--- src/rtl/sr_seq_pkg.sv ---
package sr_seq_pkg;
  typedef enum logic [2:0] {
    ST_IDLE      = 3'd0,
    ST_ENTER     = 3'd1,
    ST_IN_SR     = 3'd2,
    ST_WAIT_CLK  = 3'd3,
    ST_XSNR_WAIT = 3'd4,
    ST_DLL_RST   = 3'd5,
    ST_DLL_LOCK  = 3'd6
  } sr_state_t;

  // {cs_n, ras_n, cas_n, we_n}
  localparam logic [3:0] CMD_NOP = 4'b0111;
  localparam logic [3:0] CMD_REF = 4'b0001;
  localparam logic [3:0] CMD_MRS = 4'b0000;
endpackage

--- src/rtl/sr_cyc_timer.sv ---
module sr_cyc_timer #(
  parameter int CNT_W = 8
) (
  input  logic             clk,
  input  logic             rst_n,
  input  logic             load,
  input  logic [CNT_W-1:0] load_val,
  output logic             expired
);
  logic [CNT_W-1:0] cnt_q;

  always_ff @(posedge clk) begin
    if (!rst_n)              cnt_q <= '0;
    else if (load)           cnt_q <= load_val;
    else if (cnt_q != '0)    cnt_q <= cnt_q - 1'b1;
  end

  assign expired = (cnt_q == '0);

  p_count_down_r6: assert property (@(posedge clk) disable iff (!rst_n)
    (!$past(load) && $past(cnt_q) != '0) |-> (cnt_q == $past(cnt_q) - 1'b1));
endmodule

--- src/rtl/sr_cmd_map.sv ---
module sr_cmd_map
  import sr_seq_pkg::*;
#(
  parameter int ADDR_W    = 13,
  parameter int BA_W      = 2,
  parameter int DLL_BIT   = 8,
  parameter logic [ADDR_W-1:0] MODE_BASE = '0
) (
  input  sr_state_t         st,
  output logic              cke,
  output logic [3:0]        cmd,
  output logic [ADDR_W-1:0] addr,
  output logic [BA_W-1:0]   ba
);
  localparam logic [ADDR_W-1:0] DLL_WORD = MODE_BASE | (ADDR_W'(1) << DLL_BIT);

  always_comb begin
    cke  = 1'b1;
    cmd  = CMD_NOP;
    addr = '0;
    ba   = '0;
    unique case (st)
      ST_ENTER: begin
        cke = 1'b0;
        cmd = CMD_REF;
      end
      ST_IN_SR, ST_WAIT_CLK: cke = 1'b0;
      ST_DLL_RST: begin
        cmd  = CMD_MRS;
        addr = DLL_WORD;
      end
      default: ;
    endcase
  end
endmodule

--- src/rtl/sr_seq_top.sv ---
module sr_seq_top
  import sr_seq_pkg::*;
#(
  parameter int TXSNR        = 10,
  parameter int DLL_LOCK_CYC = 200,
  parameter int ADDR_W       = 13,
  parameter int BA_W         = 2,
  parameter int DLL_BIT      = 8,
  parameter logic [ADDR_W-1:0] MODE_BASE = '0
) (
  input  logic              clk,
  input  logic              rst_n,
  input  logic              sleep_req,
  output logic              sleep_ack,
  input  logic              wake_req,
  output logic              wake_ack,
  input  logic              clk_stable,
  output logic              cke,
  output logic              cs_n,
  output logic              ras_n,
  output logic              cas_n,
  output logic              we_n,
  output logic [ADDR_W-1:0] addr,
  output logic [BA_W-1:0]   ba
);
  localparam int MAX_CYC = (TXSNR > DLL_LOCK_CYC) ? TXSNR : DLL_LOCK_CYC;
  localparam int CNT_W   = $clog2(MAX_CYC + 1);
  localparam logic [CNT_W-1:0] XSNR_LOAD = CNT_W'(TXSNR - 1);
  localparam logic [CNT_W-1:0] LOCK_LOAD = CNT_W'(DLL_LOCK_CYC - 1);

  sr_state_t        st_q, st_d;
  logic             wake_pend_q;
  logic             ack_q;
  logic             tmr_load;
  logic [CNT_W-1:0] tmr_val;
  logic             tmr_done;
  logic [3:0]       cmd;

  // Next-state logic and timer loads
  always_comb begin
    st_d     = st_q;
    tmr_load = 1'b0;
    tmr_val  = '0;
    unique case (st_q)
      ST_IDLE:     if (sleep_req) st_d = ST_ENTER;
      ST_ENTER:    st_d = ST_IN_SR;
      ST_IN_SR:    if (wake_pend_q || wake_req) st_d = ST_WAIT_CLK;
      ST_WAIT_CLK: if (clk_stable) begin
        st_d     = ST_XSNR_WAIT;
        tmr_load = 1'b1;
        tmr_val  = XSNR_LOAD;
      end
      ST_XSNR_WAIT: if (tmr_done) st_d = ST_DLL_RST;
      ST_DLL_RST: begin
        st_d     = ST_DLL_LOCK;
        tmr_load = 1'b1;
        tmr_val  = LOCK_LOAD;
      end
      ST_DLL_LOCK: if (tmr_done) st_d = ST_IDLE;
      default: st_d = ST_IDLE;
    endcase
  end

  always_ff @(posedge clk) begin
    if (!rst_n) begin
      st_q        <= ST_IDLE;
      wake_pend_q <= 1'b0;
      ack_q       <= 1'b0;
    end else begin
      st_q  <= st_d;
      ack_q <= (st_q == ST_DLL_LOCK) && (st_d == ST_IDLE);
      if (st_q == ST_ENTER && wake_req) wake_pend_q <= 1'b1;
      else if (st_q == ST_IN_SR)        wake_pend_q <= 1'b0;
    end
  end

  sr_cyc_timer #(.CNT_W(CNT_W)) u_timer (
    .clk      (clk),
    .rst_n    (rst_n),
    .load     (tmr_load),
    .load_val (tmr_val),
    .expired  (tmr_done)
  );

  sr_cmd_map #(
    .ADDR_W    (ADDR_W),
    .BA_W      (BA_W),
    .DLL_BIT   (DLL_BIT),
    .MODE_BASE (MODE_BASE)
  ) u_cmd (
    .st   (st_q),
    .cke  (cke),
    .cmd  (cmd),
    .addr (addr),
    .ba   (ba)
  );

  assign {cs_n, ras_n, cas_n, we_n} = cmd;
  assign sleep_ack = (st_q == ST_IN_SR) || (st_q == ST_WAIT_CLK);
  assign wake_ack  = ack_q;

  p_entry_cmd_r2: assert property (@(posedge clk) disable iff (!rst_n)
    (st_q == ST_ENTER) |-> (cmd == CMD_REF && !cke));
  p_cke_low_sr_r3: assert property (@(posedge clk) disable iff (!rst_n)
    sleep_ack |-> (!cke && cmd == CMD_NOP));
  p_cke_gate_r4: assert property (@(posedge clk) disable iff (!rst_n)
    $rose(cke) |-> $past(clk_stable));
  p_mrs_after_xsnr_r5: assert property (@(posedge clk) disable iff (!rst_n)
    (cmd == CMD_MRS) |-> ($past(st_q) == ST_XSNR_WAIT && $past(tmr_done)));
  p_ack_pulse_r7: assert property (@(posedge clk) disable iff (!rst_n)
    wake_ack |=> !wake_ack);
  p_enter_from_idle_r9: assert property (@(posedge clk) disable iff (!rst_n)
    (st_q == ST_ENTER) |-> ($past(st_q) == ST_IDLE));
endmodule

--- config.mk ---
export PLATFORM = sky130hd
export DESIGN_NAME = sr_seq_top
export DESIGN_NICKNAME = d
export VERILOG_FILES = /design/src/rtl/sr_seq_pkg.sv /design/src/rtl/sr_cyc_timer.sv /design/src/rtl/sr_cmd_map.sv /design/src/rtl/sr_seq_top.sv
export SDC_FILE = /design/constraint.sdc
export NUM_CORES = 1
export LEC_CHECK = 0
export ABC_AREA = 0
export BUFFER_PORTS_ARGS = -buffer_cell sky130_fd_sc_hd__clkbuf_2
export CORE_MARGIN = 2
export CORE_UTILIZATION = 52
export CTS_BUF_LIST = sky130_fd_sc_hd__clkbuf_8 sky130_fd_sc_hd__clkbuf_16
export CTS_CLUSTER_DIAMETER = 100
export CTS_CLUSTER_SIZE = 16
export DETAILED_ROUTE_END_ITERATION = 10
export PLACE_DENSITY = 0.86
export SETUP_SLACK_MARGIN = 0.05
export SLEW_MARGIN = 20
export SYNTH_ARGS = -nofsm -noshare
export SYNTH_HDL_FRONTEND = slang
export SYNTH_SLANG_ARGS = --single-unit
--- constraint.sdc ---
create_clock -name clk -period 2.7 [get_ports clk]
set_clock_uncertainty 0.2 [all_clocks]
set_input_delay 0.405 -clock clk [delete_from_list [all_inputs] [get_ports clk]]
set_output_delay 0.405 -clock clk [all_outputs]
set_load 0.02 [all_outputs]
==> results, run 1 <==
- Setup repair after global routing left no endpoint under its margin.
- The buffer levels on the longest clock path is 2.
- The number of global-route vias before repair is 606.
- The die height is 43.97 µm.
- The post-synth design cell area is 830.8 µm².
- Sequential elements use 31.33% of the synthesized area.
- Synthesis produced 103 cells.
- CTS placed an instance of sky130_fd_sc_hd__clkbuf_8 at the clock tree root.
- In the final timing run, aggregate negative setup slack is 0 ps.
- The largest fanout on the critical path is 11.
- In this run, synthesis produced a sequential element count of 13.
- In this run the power density over the cells is 974.0 mW/mm².
- The number of I/O pins is 27.
- The pre-antenna-repair detailed-routing pass consisted of 4 iterations.
- The pin count of the biggest net entering global routing is 13.
- The number of different library cells used by synthesis comes to 36.
- The worst setup path is launched from a flop.
- In this run the top signal layer used is met4.
- Clock tree synthesis found a total of 13 sinks.
- The relative contribution of sequential cells to total power is 35.6%.
- The post-synthesis average cell area is 8.066 µm².
- The repair_antennas step left the layout with diodes totalling 0.
- The total overflow left after global routing is 0.
- Timing would allow up to 485.1 MHz.
- The number of antenna violations at the first check in global routing came to 0.
- Summed over all cells, the static leakage comes to 0.3724 nW.
- The number of enable-type register cells in the synthesized netlist is 0.
- The die covers 0.001933 mm².
- The detailed-routed wire length on met3 is 127 µm.
- The starting utilization of the core area is 55.15%.
- Counting flops with an async set or reset pin after synthesis yields a share of 0%.
- The detailed-route vias per instance is 5.453.
- The remaining design rule violation count is 0.
- At the worst endpoint, the arrival time is 1460 ps.
- The count of warnings emitted by yosys is 0.
- The start-to-end type of the worst setup path is reg2out.
- After clock tree synthesis, the clock-pin slew on the worst setup and hold paths is 60 ps.
- Of all cell types, the one taking the most synthesized area is sky130_fd_sc_hd__dfxtp_1.
- The wire length on met1 is 665 µm.
- The total number of H-tree levels is 1.
- The first global-routing pass estimated 2635 µm of wire.
- The kind of capture point of the worst setup path is a primary output.
- The maximum resistive drop on vdd is 0.0003726 V.
- In this run, the clock network consumes 20.4% of the power.
- The hold-fix buffer count after cts is 0.
- The switching part of the total is 40.39%.
- The core area is 0.001506 mm².
- The final net count is 119.
- The cell internal power dissipation is 499.8 µW.
- The number of failing hold endpoints at the final stage came to 0.
- By area the synthesized netlist is led by sky130_fd_sc_hd__dfxtp_1, sky130_fd_sc_hd__buf_4, sky130_fd_sc_hd__a21oi_1.
- The final setup violation count is 0.
- Measured along the x axis, the die boundary spans 43.97 µm.
- Once detailed placement completed, the half-perimeter wirelength came to 1236 µm.
- The final core area utilization is 57.14%.
- The fraction of layout instances using a drive strength above 1 is 16.07%.
- The most common cell in the synthesized netlist is sky130_fd_sc_hd__buf_4.
- The clock reaches the later pin of the worst-skew pair after 240 ps.
- In this run, the combinational gates consume 44.0% of the power.
- The overall via count from detail_route is 698.
- The count of input and output buffers is 11.
- Dividing the detail-routed wire length by the instance count gives 11.97 µm.
- The dominant synthesized flop cell is sky130_fd_sc_hd__dfxtp_1.
- The final critical path takes up 76.35% of the cycle.
- The shortest clock period the worst path allows after layout is 2061 ps.
- At the end of routability-driven placement, the weighted congestion stood at 0.8168.
- The flow ran to the end, and the final reports show no timing, DRC or antenna violations.
- By count the netlist is led by sky130_fd_sc_hd__buf_4, sky130_fd_sc_hd__dfxtp_1, sky130_fd_sc_hd__a21oi_1, sky130_fd_sc_hd__nand2_1, sky130_fd_sc_hd__nor2_1.
- After the first detailed-routing iteration, the DRC count stood at 18.
- The met2 routed wirelength is 710 µm.
- Gates resized during post-CTS repair numbered 0.
- The max-cap check violation count is 0.
- TritonCTS built the clock tree.
- The switching power is 338.6 µW.
- The global-route usage over all layers is 18.16%.
- Counting the buffers created by CTS gives 3.
- The top cell type's share of synthesized area is 31.33%.
- The count of nets left with antenna violations once routing finished came out at 0.
- The worst endpoint required time is 2100 ps.
- The area growth from synthesis to final layout is 3.614%.
- The final layout contains routed wiring with a total length of 1532 µm.
- The placement row count is 14.
- The number of setup buffers added after CTS is 0.
- The number of pins exceeding their max-slew limit in the final report is 0.
- The path class of the lowest-slack min-delay path is in2reg.
## per-stage QoR
stage          hold slack (ps)  instance area [µm²]  std cells  total power [mW]  setup slack (ps)
2_1_floorplan            307.9                883.3        117            0.6326             895.6
3_3_place_gp             339.3                815.8        124            0.6504             878.8
3_5_place_dp             369.7                815.8        124            0.6663             767.5
4_1_cts                  268.5                860.8        128            0.8376             635.6
5_1_grt                  279.3                860.8        128            0.9055             520.2
6_report                 277.8                860.8        128            0.8384             638.7
## power groups by stage
stage / Sequential, mW / Clock [mW] / Combinational (mW)
after global placement: 0.297 / 0 / 0.354
after CTS: 0.297 / 0.173 / 0.367
after detailed placement: 0.301 / 0 / 0.365
after global routing: 0.304 / 0.185 / 0.417
after floorplan: 0.281 / 0 / 0.351
final: 0.298 / 0.171 / 0.369
## flip-flops by register name, summed over array words and instances, names as in the netlist
register / flops
wake_pend_q: 1
u_timer.cnt_q: 8
wake_ack: 1
st_q: 3
## worst max-delay path, stage by stage (launching register included)
cell,delay (ps)
sky130_fd_sc_hd__dfxtp_1,510
sky130_fd_sc_hd__nand2b_1,170
sky130_fd_sc_hd__or2_1,300
sky130_fd_sc_hd__inv_2,80
sky130_fd_sc_hd__clkbuf_2,160
## cells in the final DEF (no fill, tap or decap), drive strengths merged, types with 2 or more instances in the layout
master,netlist,routed
o21ai,7,7
nor4,3,3
or2,2,2
o21a,3,3
nand3,2,2
inv,5,6
conb,1,15
clkbuf,3,14
dfxtp,13,13
nand2,7,7
xnor2,2,2
xor2,3,3
nor2b,2,2
a21oi,7,7
o311ai,2,2
nor2,7,7
nand2b,5,5
## routing by layer
| metal | global-route usage (%) | vias up |
|---|---|---|
| met1 | 23.16 | 313 |
| met2 | 29.41 | 37 |
| met4 | 9.091 | 0 |
| met5 | 0 | - |
| met3 | 2.917 | 5 |
| li1 | - | 343 |
## logic make-up (layout without fill, tap and decap cells)
kind of cell | Yosys count | count (layout) | synth area share (%)
buf+inv | 25 | 20 | 19.43
other cells | 1 | 15 | 0.4514
xor+xnor | 5 | 5 | 5.272
simple gates | 33 | 33 | 22.44
fa+ha+maj | 1 | 1 | 1.506
flops | 13 | 13 | 31.33
compound gates | 25 | 25 | 19.58
## area by class of cell
| class | count | area, µm² |
|---|---|---|
| Clock buffer | 3 | 41.29 |
| Clock inverter | 1 | 3.754 |
| Fill cell | 153 | 645.6 |
| Inverter | 5 | 18.77 |
| Multi-Input combinational cell | 79 | 461.7 |
| Sequential cell | 13 | 260.3 |
| Tap cell | 16 | 20.02 |
| Timing Repair Buffer | 11 | 55.05 |
## final timing paths
| check | startpoint | endpoint | slack, ps | cells past startpoint |
|---|---|---|---|---|
| hold / removal | rst_n | u_timer.cnt_q[0] | 280 | 2 |
| setup / recovery | st_q[0] | addr[8] | 640 | 4 |
| hold reg to reg | u_timer.cnt_q[4] | u_timer.cnt_q[4] | 380 | 2 |
| setup reg to reg | u_timer.cnt_q[0] | st_q[0] | 730 | 6 |
Power figures use the tool's default switching activity.
==> inputs of run 2 (changes only) <==
Settings changed: CORE_UTILIZATION 52 to 49, PLACE_DENSITY 0.86 to 0.82.
Clock period 2.7 ns to 1.9 ns, I/O delays scaled along.
==> run 2 against run 1 <==
Clock-buffer cell count unchanged. Core utilization rose by 1.5 points. Non-clock buffer count rose by 4. Power up 51%. Clock power rose by 46%. Setup slack worse by 520 ps. Combinational power rose by 62%. Worst hold slack got worse by 150 ps. Via count unchanged. Critical path depth is the same. Register-to-register slack got worse by 610 ps. Largest cell class unchanged.
==> results, run 2 (same netlist as run 1, synthesis figures left out) <==
- The flow ran to the end, and the final reports show no timing, DRC or antenna violations.
- Setup repair after global routing left no endpoint under its margin.
- The final setup violation count is 0.
- The library cell contributing the largest single delay on the critical path is sky130_fd_sc_hd__dfxtp_2.
- The path class of the lowest-slack min-delay path is in2reg.
- The library cells used most frequently in the layout, excluding fill and tap cells, are sky130_fd_sc_hd__conb_1, sky130_fd_sc_hd__clkbuf_2, sky130_fd_sc_hd__dfxtp_1.
- The wire length of the first global-routing pass is 2684 µm.
- Max-cap violations in this run came to 0.
- The final-layout fill cell count is 142.
- The power density relative to cell area is 1402 mW/mm².
- The final sum of negative setup slack is 0 ps.
- The placement row count is 14.
- The remaining design rule violation count is 0.
- The detailed-route wire length is 1620 µm.
- The remaining antenna violation count is 0.
- The total overflow reported by the global router is 0.
- The register name with the most flops is u_timer.cnt_q.
- The worst register-to-register path begins at u_timer.cnt_q[0].
- Routability-driven placement finished with a final weighted congestion of 0.8415.
- The number of clock buffers added by TritonCTS is 3.
- STA classifies the critical path startpoint as a flop.
- The area growth from synthesis to final layout is 8.886%.
- The core area is 0.001541 mm².
- Entering global routing, the biggest net connects 13 pins.
- In this run the number of H-tree levels came out at 1.
- Global routing used 18.11% of the available tracks across all layers.
- The number of antenna violations at the first check in global routing was 0.
- Of the cells placed in the final design, the portion with a size suffix greater than 1 is 23.28%.
- The clock reaches the later pin of the worst-skew pair after 240 ps.
- The final worst-path cycle share is 93.99%.
- Detailed placement finished with a half-perimeter wire length of 1218 µm.
- The buffer levels on the longest clock path is 2.
- In this run the vertical extent of the chip is 45.18 µm.
- The shortest clock period the worst path allows after layout is 1786 ps.
- The endpoint of the worst hold-timing path is u_timer.cnt_q[0].
- The worst register-to-register path ends at u_timer.cnt_q[4].
- The root cell of the clock tree is sky130_fd_sc_hd__clkbuf_8.
- The number of flip-flops under the largest register name is 8.
- In the final routed layout, each cell accounts on average for 12.27 µm.
- The worst setup path is captured at a primary output.
- The critical path goes through nand2b_4 > or2_1 > inv_2 > clkbuf_2.
- The overall via count from detail_route is 698.
- The die area is 0.002041 mm².
- The first detailed-routing pass ran for 4 iterations.
- At the worst endpoint, the required time is 1410 ps.
- The cell leakage power is 0.3961 nW.
- Dividing the detail-routed via count by the number of cells gives 5.288.
- The number of antenna diodes in the final layout is 0.
- After clock tree synthesis, the clock-pin slew on the worst setup and hold paths is 60 ps.
- The starting utilization of the core area is 53.90%.
- For the worst flop-to-flop path, the logic depth is 6.
- The number of buffers added for setup after CTS is 0.
- The maximum resistive drop on vdd is 0.0007168 V.
- The hold-fix buffer count after cts is 0.
- For this design the top-level I/O count stands at 27.
- The start-to-end type of the worst setup path is reg2out.
- The number of failing hold endpoints at the final stage is 0.
- The number of pins exceeding their max-slew limit in the final report was 0.
- Cells fill 58.69% of the core in the end.
- Static timing analysis puts the maximum clock frequency at 560.0 MHz.
- On the worst path, the slowest cell contributes a delay of 370 ps.
- The final net count is 123.
- The largest registers in the layout are u_timer.cnt_q (8), st_q (3).
- Buffers placed on the I/O ports in this run total 11.
- The clock net sink count is 13.
- The number of violations reported at the end of detailed-routing iteration 0 is 19.
- At the worst endpoint, the arrival time is 1300 ps.
- The cell count of the worst hold path is 2.
- The hold path startpoint is rst_n.
- The minimum setup slack among reg-to-reg paths is 120 ps.
- The clock tree from TritonCTS is yes.
- In this run the horizontal extent of the chip is 45.18 µm.
- The number of global-route vias before repair was 593.
- The leading cell type in the layout, fill and taps excluded is sky130_fd_sc_hd__conb_1.
- The largest fanout on the critical path is 12.
[run 2: cell count changes in the layout (fill, tap and decap cells not counted)]
cell / change
sky130_fd_sc_hd__and2_1: -1
sky130_fd_sc_hd__and2_4: +1
sky130_fd_sc_hd__buf_4: +4
sky130_fd_sc_hd__clkinv_2: +1
sky130_fd_sc_hd__dfxtp_1: -2
sky130_fd_sc_hd__dfxtp_2: +2
sky130_fd_sc_hd__inv_1: -1
sky130_fd_sc_hd__nand2b_1: -1
sky130_fd_sc_hd__nand2b_4: +1
[run 2: area by class of cell]
class / count / area, µm² / share of cell area [%]
multi-input cells: 79 / 471.7 / 52.14
repair buffers: 15 / 85.08 / 9.405
well taps: 16 / 20.02 / 2.213
clock buffers: 3 / 41.29 / 4.564
flip-flops and latches: 13 / 262.8 / 29.05
inverters: 5 / 18.77 / 2.075
clock inverters: 1 / 5.005 / 0.5533
[run 2: where the power goes]
group | leakage, nW | total [mW] | internal [mW] | switching (mW)
Clock | 0.0255 | 0.249 | 0.145 | 0.104
Combinational | 0.263 | 0.597 | 0.280 | 0.317
Sequential | 0.108 | 0.422 | 0.341 | 0.0807
[run 2: routing by layer]
| layer | share of wire [%] | global-route usage, % |
|---|---|---|
| met1 | 45 | 22.44 |
| met2 | 47 | 28.86 |
| met4 | 1.5 | 7.059 |
| met3 | 7.2 | 6.000 |
| met5 | 0 | 0 |
[run 2: how the worst max path moves through the flow]
| stage | startpoint | end | slack, ps | depth (start not counted) |
|---|---|---|---|---|
| after floorplan | u_timer.cnt_q[0] | u_timer.cnt_q[4] | 100 | 7 |
| after global placement | u_timer.cnt_q[0] | u_timer.cnt_q[4] | 130 | 6 |
| after detailed placement | u_timer.cnt_q[0] | u_timer.cnt_q[4] | 40 | 6 |
| after CTS | st_q[1] | addr[8] | 40 | 4 |
| after global routing | u_timer.cnt_q[0] | u_timer.cnt_q[4] | 50 | 6 |
| final | st_q[1] | addr[8] | 110 | 4 |
[run 2: metrics by stage]
stage | instance area, µm² | hold WS (ps) | power [mW] | std cells | worst slack (ps)
floorplan | 883.3 | 202.5 | 0.8989 | 117 | 95.61
global placement | 845.8 | 256.9 | 0.9696 | 128 | 132.1
detailed placement | 845.8 | 262.0 | 0.9902 | 128 | 42.25
CTS | 902.1 | 131.1 | 1.257 | 132 | 41.43
global route | 904.6 | 137.6 | 1.365 | 132 | 53.81
finish | 904.6 | 132.7 | 1.268 | 132 | 114.2
[run 2: what timing repair did]
action / 4_1_cts / 5_1_grt
hold endpoints to repair: 0 / 0
setup endpoints to repair: 3 / 3
gates resized for setup: 3 / 2
[run 2: critical path: cells and delay by family, from the launching register on]
kind	cells	cell delay (ps)
buf+inv	2	240
simple gates	2	440
flops	1	370
